<file path="src/rtl/gamma_pkg.sv">
package gamma_pkg;
  typedef enum logic [1:0] {
    LS_IDLE,
    LS_BITS,
    LS_ACK_SETUP,
    LS_ACK_HOLD
  } link_state_t;

  function automatic logic even_ok(input logic [7:0] b);
    return ~(^b);
  endfunction
endpackage

</file>
<file path="src/rtl/gi_sync_edge.sv">
module gi_sync_edge #(
  parameter int STAGES = 2
) (
  input  logic clk,
  input  logic rst_n,
  input  logic scl_in,
  input  logic sda_in,
  output logic scl_s,
  output logic sda_s,
  output logic scl_rise,
  output logic scl_fall,
  output logic start_det,
  output logic stop_det
);
  logic [STAGES-1:0] scl_ff, sda_ff;
  logic scl_p, sda_p;

  always_ff @(posedge clk or negedge rst_n) begin
    if (!rst_n) begin
      scl_ff <= '1;
      sda_ff <= '1;
      scl_p  <= 1'b1;
      sda_p  <= 1'b1;
    end else begin
      scl_ff <= {scl_ff[STAGES-2:0], scl_in};
      sda_ff <= {sda_ff[STAGES-2:0], sda_in};
      scl_p  <= scl_ff[STAGES-1];
      sda_p  <= sda_ff[STAGES-1];
    end
  end

  assign scl_s     = scl_ff[STAGES-1];
  assign sda_s     = sda_ff[STAGES-1];
  assign scl_rise  = scl_s & ~scl_p;
  assign scl_fall  = ~scl_s & scl_p;
  assign start_det = scl_s & scl_p & sda_p & ~sda_s;
  assign stop_det  = scl_s & scl_p & ~sda_p & sda_s;
endmodule

</file>
<file path="src/rtl/gi_link.sv">
module gi_link
  import gamma_pkg::*;
#(
  parameter logic [4:0] DEV_HI = 5'b11101
) (
  input  logic       clk,
  input  logic       rst_n,
  input  logic       sda_s,
  input  logic       scl_rise,
  input  logic       scl_fall,
  input  logic       start_det,
  input  logic       stop_det,
  input  logic       strap_a1,
  input  logic       strap_a2,
  output logic       byte_stb,
  output logic [1:0] byte_idx,
  output logic [7:0] byte_data,
  output logic       ack_drv
);
  link_state_t st_q, st_n;
  logic [2:0]  cnt_q, cnt_n;
  logic [1:0]  idx_q, idx_n;
  logic [7:0]  sh_q, sh_n;
  logic        ack_q, ack_n;
  logic        stb_q, stb_n;

  always_comb begin
    st_n  = st_q;
    cnt_n = cnt_q;
    idx_n = idx_q;
    sh_n  = sh_q;
    ack_n = ack_q;
    stb_n = 1'b0;
    if (start_det) begin
      st_n  = LS_BITS;
      cnt_n = '0;
      idx_n = '0;
      ack_n = 1'b0;
    end else if (stop_det) begin
      st_n  = LS_IDLE;
      ack_n = 1'b0;
    end else begin
      case (st_q)
        LS_BITS: if (scl_rise) begin
          sh_n  = {sh_q[6:0], sda_s};
          cnt_n = cnt_q + 3'd1;
          if (cnt_q == 3'd7) begin
            if (idx_q == 2'd0) begin
              if (sh_n[7:1] == {DEV_HI, strap_a2, strap_a1} && !sh_n[0])
                st_n = LS_ACK_SETUP;
              else
                st_n = LS_IDLE;
            end else begin
              stb_n = 1'b1;
              st_n  = LS_ACK_SETUP;
            end
          end
        end
        LS_ACK_SETUP: if (scl_fall) begin
          ack_n = 1'b1;
          st_n  = LS_ACK_HOLD;
        end
        LS_ACK_HOLD: if (scl_fall) begin
          ack_n = 1'b0;
          idx_n = idx_q + 2'd1;
          cnt_n = '0;
          st_n  = (idx_q == 2'd3) ? LS_IDLE : LS_BITS;
        end
        default: st_n = LS_IDLE;
      endcase
    end
  end

  always_ff @(posedge clk or negedge rst_n) begin
    if (!rst_n) begin
      st_q  <= LS_IDLE;
      cnt_q <= '0;
      idx_q <= '0;
      sh_q  <= '0;
      ack_q <= 1'b0;
      stb_q <= 1'b0;
    end else begin
      st_q  <= st_n;
      cnt_q <= cnt_n;
      idx_q <= idx_n;
      sh_q  <= sh_n;
      ack_q <= ack_n;
      stb_q <= stb_n;
    end
  end

  assign byte_stb  = stb_q;
  assign byte_idx  = idx_q;
  assign byte_data = sh_q;
  assign ack_drv   = ack_q;
endmodule

</file>
<file path="src/rtl/gi_regbank.sv">
module gi_regbank
  import gamma_pkg::*;
#(
  parameter int         DATA_W = 10,
  parameter int         N_CH   = 11,
  parameter logic [3:0] BCAST  = 4'hF
) (
  input  logic                   clk,
  input  logic                   rst_n,
  input  logic                   start_det,
  input  logic                   byte_stb,
  input  logic [1:0]             byte_idx,
  input  logic [7:0]             byte_data,
  output logic [N_CH*DATA_W-1:0] ch_value
);
  localparam int HI_W = DATA_W - 3;

  logic [3:0]      sel_q, sel_n;
  logic [HI_W-1:0] hi_q, hi_n;
  logic            hi_ok_q, hi_ok_n;
  logic            wr;
  logic [DATA_W-1:0] wval;

  always_comb begin
    sel_n   = sel_q;
    hi_n    = hi_q;
    hi_ok_n = hi_ok_q;
    if (start_det) begin
      hi_ok_n = 1'b0;
    end else if (byte_stb) begin
      if (byte_idx == 2'd1) sel_n = byte_data[3:0];
      if (byte_idx == 2'd2) begin
        hi_n    = byte_data[7:8-HI_W];
        hi_ok_n = even_ok(byte_data);
      end
      if (byte_idx == 2'd3) hi_ok_n = 1'b0;
    end
  end

  assign wr   = byte_stb && (byte_idx == 2'd3) && hi_ok_q && even_ok(byte_data);
  assign wval = {hi_q, byte_data[7:5]};

  always_ff @(posedge clk or negedge rst_n) begin
    if (!rst_n) begin
      sel_q   <= '0;
      hi_q    <= '0;
      hi_ok_q <= 1'b0;
    end else begin
      sel_q   <= sel_n;
      hi_q    <= hi_n;
      hi_ok_q <= hi_ok_n;
    end
  end

  for (genvar k = 0; k < N_CH; k++) begin : g_ch
    logic [DATA_W-1:0] val_q;
    logic              hit;
    assign hit = wr && ((sel_q == 4'(k)) || (sel_q == BCAST));
    always_ff @(posedge clk or negedge rst_n) begin
      if (!rst_n)   val_q <= '0;
      else if (hit) val_q <= wval;
    end
    assign ch_value[k*DATA_W +: DATA_W] = val_q;
  end
endmodule

</file>
<file path="src/rtl/gamma_i2c_regs.sv">
module gamma_i2c_regs #(
  parameter int         DATA_W  = 10,
  parameter int         N_CH    = 11,
  parameter int         SYNC_ST = 2,
  parameter logic [4:0] DEV_HI  = 5'b11101,
  parameter logic [3:0] BCAST   = 4'hF
) (
  input  logic                   clk,
  input  logic                   rst_n,
  input  logic                   scl_in,
  input  logic                   sda_in,
  output logic                   sda_oe,
  input  logic                   strap_a1,
  input  logic                   strap_a2,
  output logic [N_CH*DATA_W-1:0] ch_value
);
  logic [1:0] rst_q;
  logic       rst_int_n;
  logic       scl_s, sda_s, scl_rise, scl_fall, start_det, stop_det;
  logic       byte_stb;
  logic [1:0] byte_idx;
  logic [7:0] byte_data;

  always_ff @(posedge clk or negedge rst_n) begin
    if (!rst_n) rst_q <= '0;
    else        rst_q <= {rst_q[0], 1'b1};
  end
  assign rst_int_n = rst_q[1];

  gi_sync_edge #(.STAGES(SYNC_ST)) u_sync (
    .clk(clk), .rst_n(rst_int_n), .scl_in(scl_in), .sda_in(sda_in),
    .scl_s(scl_s), .sda_s(sda_s), .scl_rise(scl_rise), .scl_fall(scl_fall),
    .start_det(start_det), .stop_det(stop_det)
  );

  gi_link #(.DEV_HI(DEV_HI)) u_link (
    .clk(clk), .rst_n(rst_int_n), .sda_s(sda_s), .scl_rise(scl_rise),
    .scl_fall(scl_fall), .start_det(start_det), .stop_det(stop_det),
    .strap_a1(strap_a1), .strap_a2(strap_a2), .byte_stb(byte_stb),
    .byte_idx(byte_idx), .byte_data(byte_data), .ack_drv(sda_oe)
  );

  gi_regbank #(.DATA_W(DATA_W), .N_CH(N_CH), .BCAST(BCAST)) u_bank (
    .clk(clk), .rst_n(rst_int_n), .start_det(start_det), .byte_stb(byte_stb),
    .byte_idx(byte_idx), .byte_data(byte_data), .ch_value(ch_value)
  );
endmodule

</file>
<file path="config.mk">
export PLATFORM = sky130hd
export DESIGN_NAME = gamma_i2c_regs
export DESIGN_NICKNAME = d
export VERILOG_FILES = /design/src/rtl/gamma_pkg.sv /design/src/rtl/gi_sync_edge.sv /design/src/rtl/gi_link.sv /design/src/rtl/gi_regbank.sv /design/src/rtl/gamma_i2c_regs.sv
export SDC_FILE = /design/constraint.sdc
export NUM_CORES = 1
export LEC_CHECK = 0
export BUFFER_PORTS_ARGS = -buffer_cell sky130_fd_sc_hd__buf_4
export CAP_MARGIN = 10
export CORE_ASPECT_RATIO = 1.75
export CORE_UTILIZATION = 45
export CTS_CLUSTER_SIZE = 40
export DETAILED_ROUTE_END_ITERATION = 8
export GPL_ROUTABILITY_DRIVEN = 0
export HOLD_SLACK_MARGIN = 0.15
export PLACE_DENSITY = 0.7
export SLEW_MARGIN = 40
export SYNTH_ARGS = -nofsm -noshare
export SYNTH_HDL_FRONTEND = slang
export SYNTH_SLANG_ARGS = --single-unit
</file>
<file path="constraint.sdc">
create_clock -name clk -period 5.2 [get_ports clk]
set_input_delay 1.3 -clock clk [delete_from_list [all_inputs] [get_ports clk]]
set_output_delay 1.3 -clock clk [all_outputs]
set_load 0.005 [all_outputs]
</file>
---- Yosys cells after proc, flatten, opt, wreduce, memory -nomap -nowiden ----
Index checks and enable logic that the tools add are counted.
W data, S select, Z words.
storage, ports and cells
  bits in registers ....................... 147
  output and inout port bits .............. 111
operators by class
  $add $sub $neg .......................... 2
  eq/ne operators ......................... 26
  muxes and demuxes ....................... 34
  bitwise gates (word level) .............. 14
  reductions and logical operators ........ 44
operators by type and width
  kind                  number
  $mux W2               12
  $eq A4 B3 Y1 const B  4
  $eq A4 B4 Y1 const B  4
  $logic_and A1 B1 Y1   15
  $mux W1               15
  $mux W3               4
  $ne A4 B4 Y1 const B  3
  $reduce_and A3 Y1     4
  $reduce_and A4 Y1     3
  $logic_or A1 B1 Y1    11
  $eq A2 B2 Y1 const B  4
  $eq A4 B2 Y1 const B  2
  $reduce_xor A8 Y1     1
  $and A1 B1 Y1         7
  $eq A7 B7 Y1          1
  $not A1 Y1            7
  $ne A3 B3 Y1 const B  2
  $pmux W2 S3           1
  $pmux W3 S2           1
  $reduce_bool A2 Y1    3
  $reduce_bool A3 Y1    2
  $eq A2 B1 Y1 const B  2
  $eq A4 B1 Y1 const B  1
  $logic_not A4 Y1      1
  10 further kinds      10

---- Longest topological paths before layout ----
Gate-level depths: netlist of run 1.
  word-level depth ........................ 9
  gate-level depth with buffers ........... 8
  depth with buffers taken out ............ 6

---- By module ----
Synthesis of run 1 repeated with hierarchy kept, for this count alone.
second synthesis, totals
  cell total of the unflattened synthesis .. 391
  area, all modules ....................... 5994.5 um^2
by module, submodules not included
  module          times used  cells an instance  area each (um^2)
  gi_regbank      1           309                4912.2
  gi_link         1           69                 838.3
  gi_sync_edge    1           10                 190.2
  gamma_i2c_regs  1           3                  53.8

---- Least setup slack after synthesis of run 1 ----
Ideal clock, no wire load.
  kind .................................... flip-flop to flip-flop
  start point ............................. register u_link.sh_q[2], in the netlist u_link.byte_data[2]
  end point ............................... register u_bank.g_ch[5].val_q[0]
  library setup time ...................... 0.125 ns
  data arrival time ....................... 2.186 ns
  setup slack ............................. 2.889 ns
  cell stages (with the launch flop) ...... 8
  path buffers ............................ 2
  clock period less this slack ............ 2.311 ns
  cell sequence ........................... dfrtp_1 > ha_1 > xor3_2 > xnor3_1 > buf_6 > and2_4 > buf_6 > mux2_4
on the way
  cells in the longest elaborated chain, start to end .. 4
RTL lines
  item                      line              RTL
  start: declaration        gi_link.sv:23     logic [7:0] sh_q, sh_n;
  start signal: assignment  gi_link.sv:86     sh_q <= sh_n;
  $reduce_xor A8 Y1         gamma_pkg.sv:10   return ~(^b);
  $not A1 Y1                gamma_pkg.sv:10
  $logic_and A1 B1 Y1       gi_regbank.sv:40  assign wr = byte_stb && (byte_idx == 2'd3) && hi_ok_q && even_ok(byte_data);
  $logic_and A1 B1 Y1       gi_regbank.sv:58  assign hit = wr && ((sel_q == 4'(k)) || (sel_q == BCAST));
  end signal: assignment    gi_regbank.sv:61  else if (hit) val_q <= wval;
  end: declaration          gi_regbank.sv:56  logic [DATA_W-1:0] val_q;
No other way between the ends.
A chain may end at the register's enable or synchronous reset.

---- Worst setup path after layout of run 1 ----
  start point ............................. register u_link.sh_q[2], in the netlist u_link.byte_data[2]
  end point ............................... register u_bank.g_ch[3].val_q[8]
on the way
  cells in the longest elaborated chain, start to end .. 4
RTL lines
  item                    line
  $reduce_xor A8 Y1       gamma_pkg.sv:10
  $not A1 Y1              gamma_pkg.sv:10
  $logic_and A1 B1 Y1     gi_regbank.sv:40
  $logic_and A1 B1 Y1     gi_regbank.sv:58
  end signal: assignment  gi_regbank.sv:61
  end: declaration        gi_regbank.sv:56
No other way between the ends.

==> results of run 1 <==
[worst max-delay path: stages, from the launching register on]
cell and delay (ns):
dfrtp_1 0.42, ha_1 0.33, xor3_2 0.41, xnor3_1 0.67
and2_2 0.40, mux2_2 0.37
[sequential cells by signal, indices dropped and copies added, names as in the netlist, 3 cells and up]
signal,count
u_bank.sel_q,4
u_bank.g_ch.val_q,110
u_bank.hi_q,7
u_link.byte_data,8
u_link.cnt_q,3
[through the flow]
stage                     power [W]  utilization  hold WS, ns  area, sq um  setup WS (ns)
after floorplan             0.00189            -        0.331         6280          0.811
after global placement      0.00198        0.535        0.338         7240           2.57
after detailed placement    0.00201        0.536        0.340         7240           2.47
after CTS                   0.00347        0.588        0.354         7950           2.43
after global routing        0.00361        0.589        0.263         7970           2.29
final                       0.00345        0.589        0.233         7970           2.47
[final timing paths]
kind | end | slack [ns] | cells after the start
hold reg to reg | u_link.st_q[0] | 0.23 | 0
max in group asynchronous | u_bank.g_ch[8].val_q[0] | 3.65 | 2
setup / recovery | u_bank.g_ch[3].val_q[8] | 2.47 | 5
setup reg to reg | u_bank.g_ch[3].val_q[8] | 2.47 | 5
min in group clk | rst_q[1] | 0.35 | 0
hold / removal | u_link.st_q[0] | 0.23 | 0
[cells in the mapped netlist (4+ instances only)]
library cell  number
nand2_1            9
nand3_1           15
dfstp_2            6
nor2_1             7
ha_1               8
o21ai_0           25
dfrtp_1          141
a21oi_1           11
xor2_1             4
nand2b_1           7
a22o_1             4
mux2_4            18
mux2_2           100
inv_1              7
clkbuf_1          26
nand2_2            7
and3_1             7
[cells by family (layout without fill, tap and decap cells)]
logic type / after synthesis / count (layout) / share of synthesized area
flip-flops: 147 / 147 / 0.587
buffers and inverters: 39 / 158 / 0.0273
adder cells (fa/ha/maj): 8 / 8 / 0.0159
AND/OR/NAND/NOR: 74 / 74 / 0.0672
multiplexers: 119 / 119 / 0.224
other: 1 / 1 / 0.000598
AO/OA/AOI/OAI: 58 / 58 / 0.0602
XOR/XNOR: 9 / 9 / 0.0173
[where the power goes]
group | internal [W] | switching, W
Combinational | 0.000249 | 0.000415
Clock | 0.000978 | 0.000473
Sequential | 0.00121 | 0.000124
[cell type report]
class,count,share of cell area
repair buffers,119,0.114
multi-input cells,269,0.304
inverters,7,0.00330
clock buffers,20,0.0573
flip-flops and latches,147,0.463
well taps,174,0.0273
clock inverters,12,0.0313
[layer usage]
layer  vias up  part of all wire  global-route usage  routed length, microns
li1       1834                 -                   -                       -
met1      2047              0.39               0.245                    5590
met2        94              0.56               0.386                    8050
met3        21             0.038              0.0519                     548
met4         0             0.020              0.0869                     289
met5         -                 0                   0                       0
==> results by group, run 1 <==
Hold path
  – Min-delay worst type: reg2async

Logic synthesis
  – Leading area contributor after synthesis: dfrtp_1
  – Post-synth EDFFs: 0
  – Synthesized flop and latch total: around 150
  – Syn avg cell area: 13.8 sq um
  – Syn Std Cell Area: approximately 6300 sq um
  – Syn Inst Count: 455
  – Top cells by area, synth: dfrtp_1 (56%), mux2_2 (18%), mux2_4 (4.3%), dfstp_2 (2.5%), o21ai_0 (2.0%)
  – Sequential area share after synthesis: 0.587
  – Warnings, synthesis: 0
  – Syn Nets: 469
  – Ys async rst share: 1.00
  – Ys flop type: dfrtp_1
  – Synth top area share: 0.562
  – Number of distinct library cells after synthesis: 47

Worst setup path
  – CP Data Required Time: 5.49 ns
  – CP startpoint kind: register
  – CP max FO: 12
  – Arrival time at the worst endpoint: between 3 and 4 ns
  – Worst setup path class: reg2reg
  – Critical Path Sink Type: register
  – FF-to-FF Start: u_link.byte_data[2]
  – Critical Path Source: u_link.byte_data[2]

Global route
  – Pin count of the biggest net entering global routing: 80
  – Grt total ovfl: 0
  – First-pass GRT wire length: 23.3 mm
  – Initial antenna violation count: 0
  – GRT Util Overall: 0.215
  – Vias in the first global route: between 4000 and 5000

Placement
  – Hpwl dp: 9.96 mm
  – IO buf count: 116
  – Dpl cells: 715

Timing
  – Final Max Slew Viols: 0
  – Layout Skew: 0.00987 ns
  – Tcrit/Tclk final: 0.524
  – Setup Viol. Count Final: 0
  – F_max: 367 MHz
  – Worst-Margin Slew: between 0.7 and 0.8 ns
  – Fin crit period: 2.73 ns
  – Final Hold Viols: 0
  – Max_slew headroom: 0.519
  – Setup_tns: 0 ns
  – RSZ-0062 raised after global routing: no

Cells and area
  – Multi-input logic area: 2420 sq um
  – Area growth syn-to-layout: 27.0%
  – Fin cells: roughly 750
  – # nets final: 575
  – Most frequent cells in the layout: dfrtp_1 (140), buf_4 (117), mux2_2 (100)
  – Antenna Cells: 0
  – Share of layout cells above drive strength 1: 0.502
  – Commonest non-fill, non-tap cell in the layout: dfrtp_1
  – # fillers: 1088
  – Register area: 3690 sq um

Clocking
  – Num CTS Buffers: 17
  – Clk_lat worst skew: 0.41 ns
  – Clock Path Buffers: 2
  – Clock sinks: 147
  – Number of setup buffers added after CTS: 0
  – Root Buffer: clkbuf_16
  – CTS tree: done
  – CTS clk-pin slew, worst paths: 0.06 ns
  – Hold-fix buffers, CTS: 0
  – # resized after CTS: 0
  – Htree depth: 4

Routing
  – Detail-routed via count per cell: 5.34
  – DR iter-0 viols: 130
  – Antenna viol nets, final: 0
  – Wirelength per Cell: 19.3 microns
  – Routed WL: 14.5 mm
  – Residual DRC count: 0
  – Vias: 3996
  – DR pass1 iterations: 4

Floorplanning
  – DIE WIDTH: between 90 and 100 microns
  – Floorplan row count: 56
  – Core Region: 13500 sq um
  – Die Y: 158 microns
  – Die area: about 14000 sq um
  – Starting Density: 0.464
  – Top-level port count: 117

Status
  – Status: completed

Flow run
  – Max Cap Viol: 0

Pwr
  – Max VDD drop: 0.302 mV
  – Leak pwr: 4.11 nW
  – PwrDens: approximately 430 nW/um^2
(Power assumes the default switching activity.)
==> run 2, diff against run 1 <==
- ABC_AREA: default -> 1
- PLACE_DENSITY: 0.7 -> 0.72
- clock period: 5.2 -> 2.3 ns (I/O delays scaled with it)
==> results by group, run 2 <==
Cells and area
  – Area growth syn-to-layout: 23.7%
  – Commonest non-fill, non-tap cell in the layout: nand2_1
  – Antenna Cells: 0 (unchanged)
  – Share of layout cells above drive strength 1: 0.235 (-0.267)
  – # nets final: 832 (+45%)
  – Max reg flops: 110 (unchanged)
  – Fin cells: 1011 (+35%)
  – Largest Register: u_bank.g_ch.val_q
  – Most frequent cells in the layout: nand2_1 (298), dfrtp_1 (140), buf_4 (127)

Pwr
  – Switching Share: 0.343 (+0.0494)
  – Leak pwr: 4.39 nW (+6.9%)
  – Sw Pwr: 0.00253 W (+150%)
  – Power share of the sequential group: 0.379 (-0.007)
  – Combinational power share: 0.257 (+0.064)
  – PwrDens: 908 nW/um^2 (+110%)
  – Max VDD drop: 1.23 mV (+310%)
  – Pint: 0.00485 W (+99%)
  – Clock power frac: 0.363 (-0.058)

Logic synthesis
  – Syn Std Cell Area: 6580 sq um (+4.8%)
  – Warnings, synthesis: 0 (unchanged)
  – Cell with the most instances after synthesis: nand2_1
  – Sequential area share after synthesis: 0.561 (-0.0267)
  – Synth top area share: 0.537 (-0.0256)
  – Synthesized flop and latch total: 147 (unchanged)
  – Top cells by area, synth: dfrtp_1 (54%), nand2_1 (17%), nand4_1 (11%), nand3_4 (2.9%), dfstp_2 (2.4%)
  – Ys flop type: dfrtp_1
  – Post-synth EDFFs: 0 (unchanged)
  – Syn Inst Count: 717 (+58%)
  – Commonest cells post-synth: nand2_1 (298), dfrtp_1 (141), nand4_1 (111)
  – Number of distinct library cells after synthesis: 27 (-43%)
  – Syn avg cell area: 9.17 sq um (-34%)
  – Ys async rst share: 1.00 (unchanged)
  – Leading area contributor after synthesis: dfrtp_1
  – Syn Nets: 731 (+56%)

Clocking
  – Clock sinks: 147 (unchanged)
  – Num CTS Buffers: 17 (unchanged)
  – Clk_lat worst skew: 0.42 ns (about the same)
  – CTS clk-pin slew, worst paths: 0.06 ns (about the same)
  – Htree depth: 4 (unchanged)
  – Root Buffer: clkbuf_16
  – # resized after CTS: 0 (unchanged)
  – Number of setup buffers added after CTS: 0 (unchanged)
  – Clock Path Buffers: 2 (unchanged)
  – CTS tree: done

Routing
  – Routed WL: 16.6 mm (+14%)
  – Wirelength per Cell: 16.4 microns (-15%)
  – DR pass1 iterations: 5 (+1)
  – Residual DRC count: 0 (unchanged)
  – DR iter-0 viols: 414 (+220%)
  – Antenna viol nets, final: 0 (unchanged)
  – Vias: 5461 (+37%)
  – Detail-routed via count per cell: 5.40 (+1.1%)

Placement
  – IO buf count: 116 (unchanged)
  – Dpl cells: 978 (+37%)
  – Hpwl dp: 11.2 mm (+12%)

Floorplanning
  – DIE WIDTH: 93.4 microns (+2.3%)
  – Core Region: 14300 sq um (+5.7%)
  – Starting Density: 0.460 (-0.00418)
  – Die Y: 162 microns (+2.3%)
  – Top-level port count: 117 (unchanged)
  – Floorplan row count: 58 (+3.6%)
  – Die area: 15100 sq um (+4.7%)

Timing
  – Fin crit period: 2.04 ns (-0.685 ns)
  – Worst-Margin Slew: 0.663 ns (-0.0583 ns)
  – Max_slew headroom: 0.558 (+0.0388)
  – Setup_tns: 0 ns (unchanged)
  – Final Max Slew Viols: 0 (unchanged)
  – F_max: 490 MHz (+34%)
  – Setup Viol. Count Final: 0 (unchanged)
  – Layout Skew: 0.00754 ns (-0.00233 ns)
  – Final Hold Viols: 0 (unchanged)
  – RSZ-0062 raised after global routing: no
  – Tcrit/Tclk final: 0.887 (+0.363)

Global route
  – GRT Util Overall: 0.229 (+0.0144)
  – Grt total ovfl: 0 (unchanged)
  – Initial antenna violation count: 0 (unchanged)
  – First-pass GRT wire length: 26.7 mm (+15%)
  – Vias in the first global route: 5337 (+25%)
  – Pin count of the biggest net entering global routing: 77 (-3.8%)

Hold path
  – Min-delay worst type: in2reg

Worst setup path
  – Arrival time at the worst endpoint: 2.34 ns (-0.67 ns)
  – Worst setup path class: reg2reg
  – Critical Path Sink Type: register
  – CP Data Required Time: 2.60 ns (-2.89 ns)
  – CP startpoint kind: register
  – CP max FO: 76 (+64)

Flow run
  – Max Cap Viol: 0 (unchanged)

Status
  – Status: completed
==> run 2: changes by cell type after synthesis, moves of 11 or more <==
| cell | previous run | this run |
|---|---|---|
| mux2_4 | 18 | 0 |
| mux2_2 | 100 | 0 |
| nand3_4 | 0 | 11 |
| inv_1 | 7 | 24 |
| nand2_1 | 9 | 298 |
| nand4_1 | 3 | 111 |
==> run 2: cell type report <==
type | count | area [sq um]
clock buffers | 19 | 443
clock inverters | 13 | 136
fillers | 1279 | 6160
inverters | 25 | 93.8
multi-input cells | 495 | 2500
flip-flops and latches | 147 | 3690
well taps | 180 | 225
repair buffers | 132 | 1040
==> run 2: worst max-delay path, cell delays in order (launching register included) <==
cell and delay [ns]:
dfrtp_1 0.37, inv_1 0.10, ha_1 0.26, inv_1 0.08
nand2_1 0.07, nand2_1 0.07, nand2_1 0.04, nand2_1 0.06
nand2_1 0.07, nand2_4 0.10, buf_12 0.30, nand3_4 0.20
nand2_1 0.12, nand2_1 0.06
==> run 2: kinds of logic after synthesis <==
group,share of synthesized area
buffers and inverters,0.0618
AND/OR/NAND/NOR,0.325
XOR/XNOR,0.00266
flip-flops,0.561
adder cells (fa/ha/maj),0.0152
AO/OA/AOI/OAI,0.0339
other,0.000570
==> run 2: path summary, 6_finish.rpt <==
kind / startpoint / endpoint / slack [ns] / cells past startpoint
max: u_link.byte_data[3] / u_bank.g_ch[8].val_q[6] / 0.26 / 13
min reg2reg: rst_q[1] / u_bank.g_ch[3].val_q[5] / 0.28 / 0
min: sda_in / u_sync.sda_ff[0] / 0.26 / 1
max reg2reg: u_link.byte_data[3] / u_bank.g_ch[8].val_q[6] / 0.26 / 13
min in group asynchronous: rst_q[1] / u_bank.g_ch[3].val_q[5] / 0.28 / 0
max in group asynchronous: rst_q[1] / u_bank.g_ch[4].val_q[2] / 1.31 / 1
==> run 2: through the flow <==
step	cell area [sq um]	total power (W)	utilization	hold WS, ns	setup WS [ns]
floorplan	6580	0.00487	-	0.279	0.655
global placement	7530	0.00472	0.527	0.292	0.329
detailed placement	7530	0.00474	0.527	0.296	0.290
CTS	8120	0.00741	0.568	0.252	0.278
global route	8130	0.00775	0.569	0.247	0.0436
finish	8130	0.00738	0.569	0.263	0.259
==> run 2: power groups by stage <==
stage          logic, W  registers, W  clock network, W
6_report        0.00190       0.00280           0.00268
5_1_grt         0.00211       0.00282           0.00282
4_1_cts         0.00189       0.00280           0.00272
3_5_place_dp    0.00189       0.00285                 0
3_3_place_gp    0.00187       0.00284                 0
2_1_floorplan   0.00202       0.00285                 0
==> run 2: routing by layer <==
metal,routed length [microns],track usage,vias to the layer above
met4,523,0.114,0
met1,6320,0.267,2652
met2,8990,0.401,167
met3,715,0.0393,39
li1,-,-,2603
met5,0,0,-
==> run 2: repair_timing <==
action,4_1_cts,5_1_grt
hold buffers,1,0
setup endpoints to repair,0,0
hold endpoints to repair,2,0
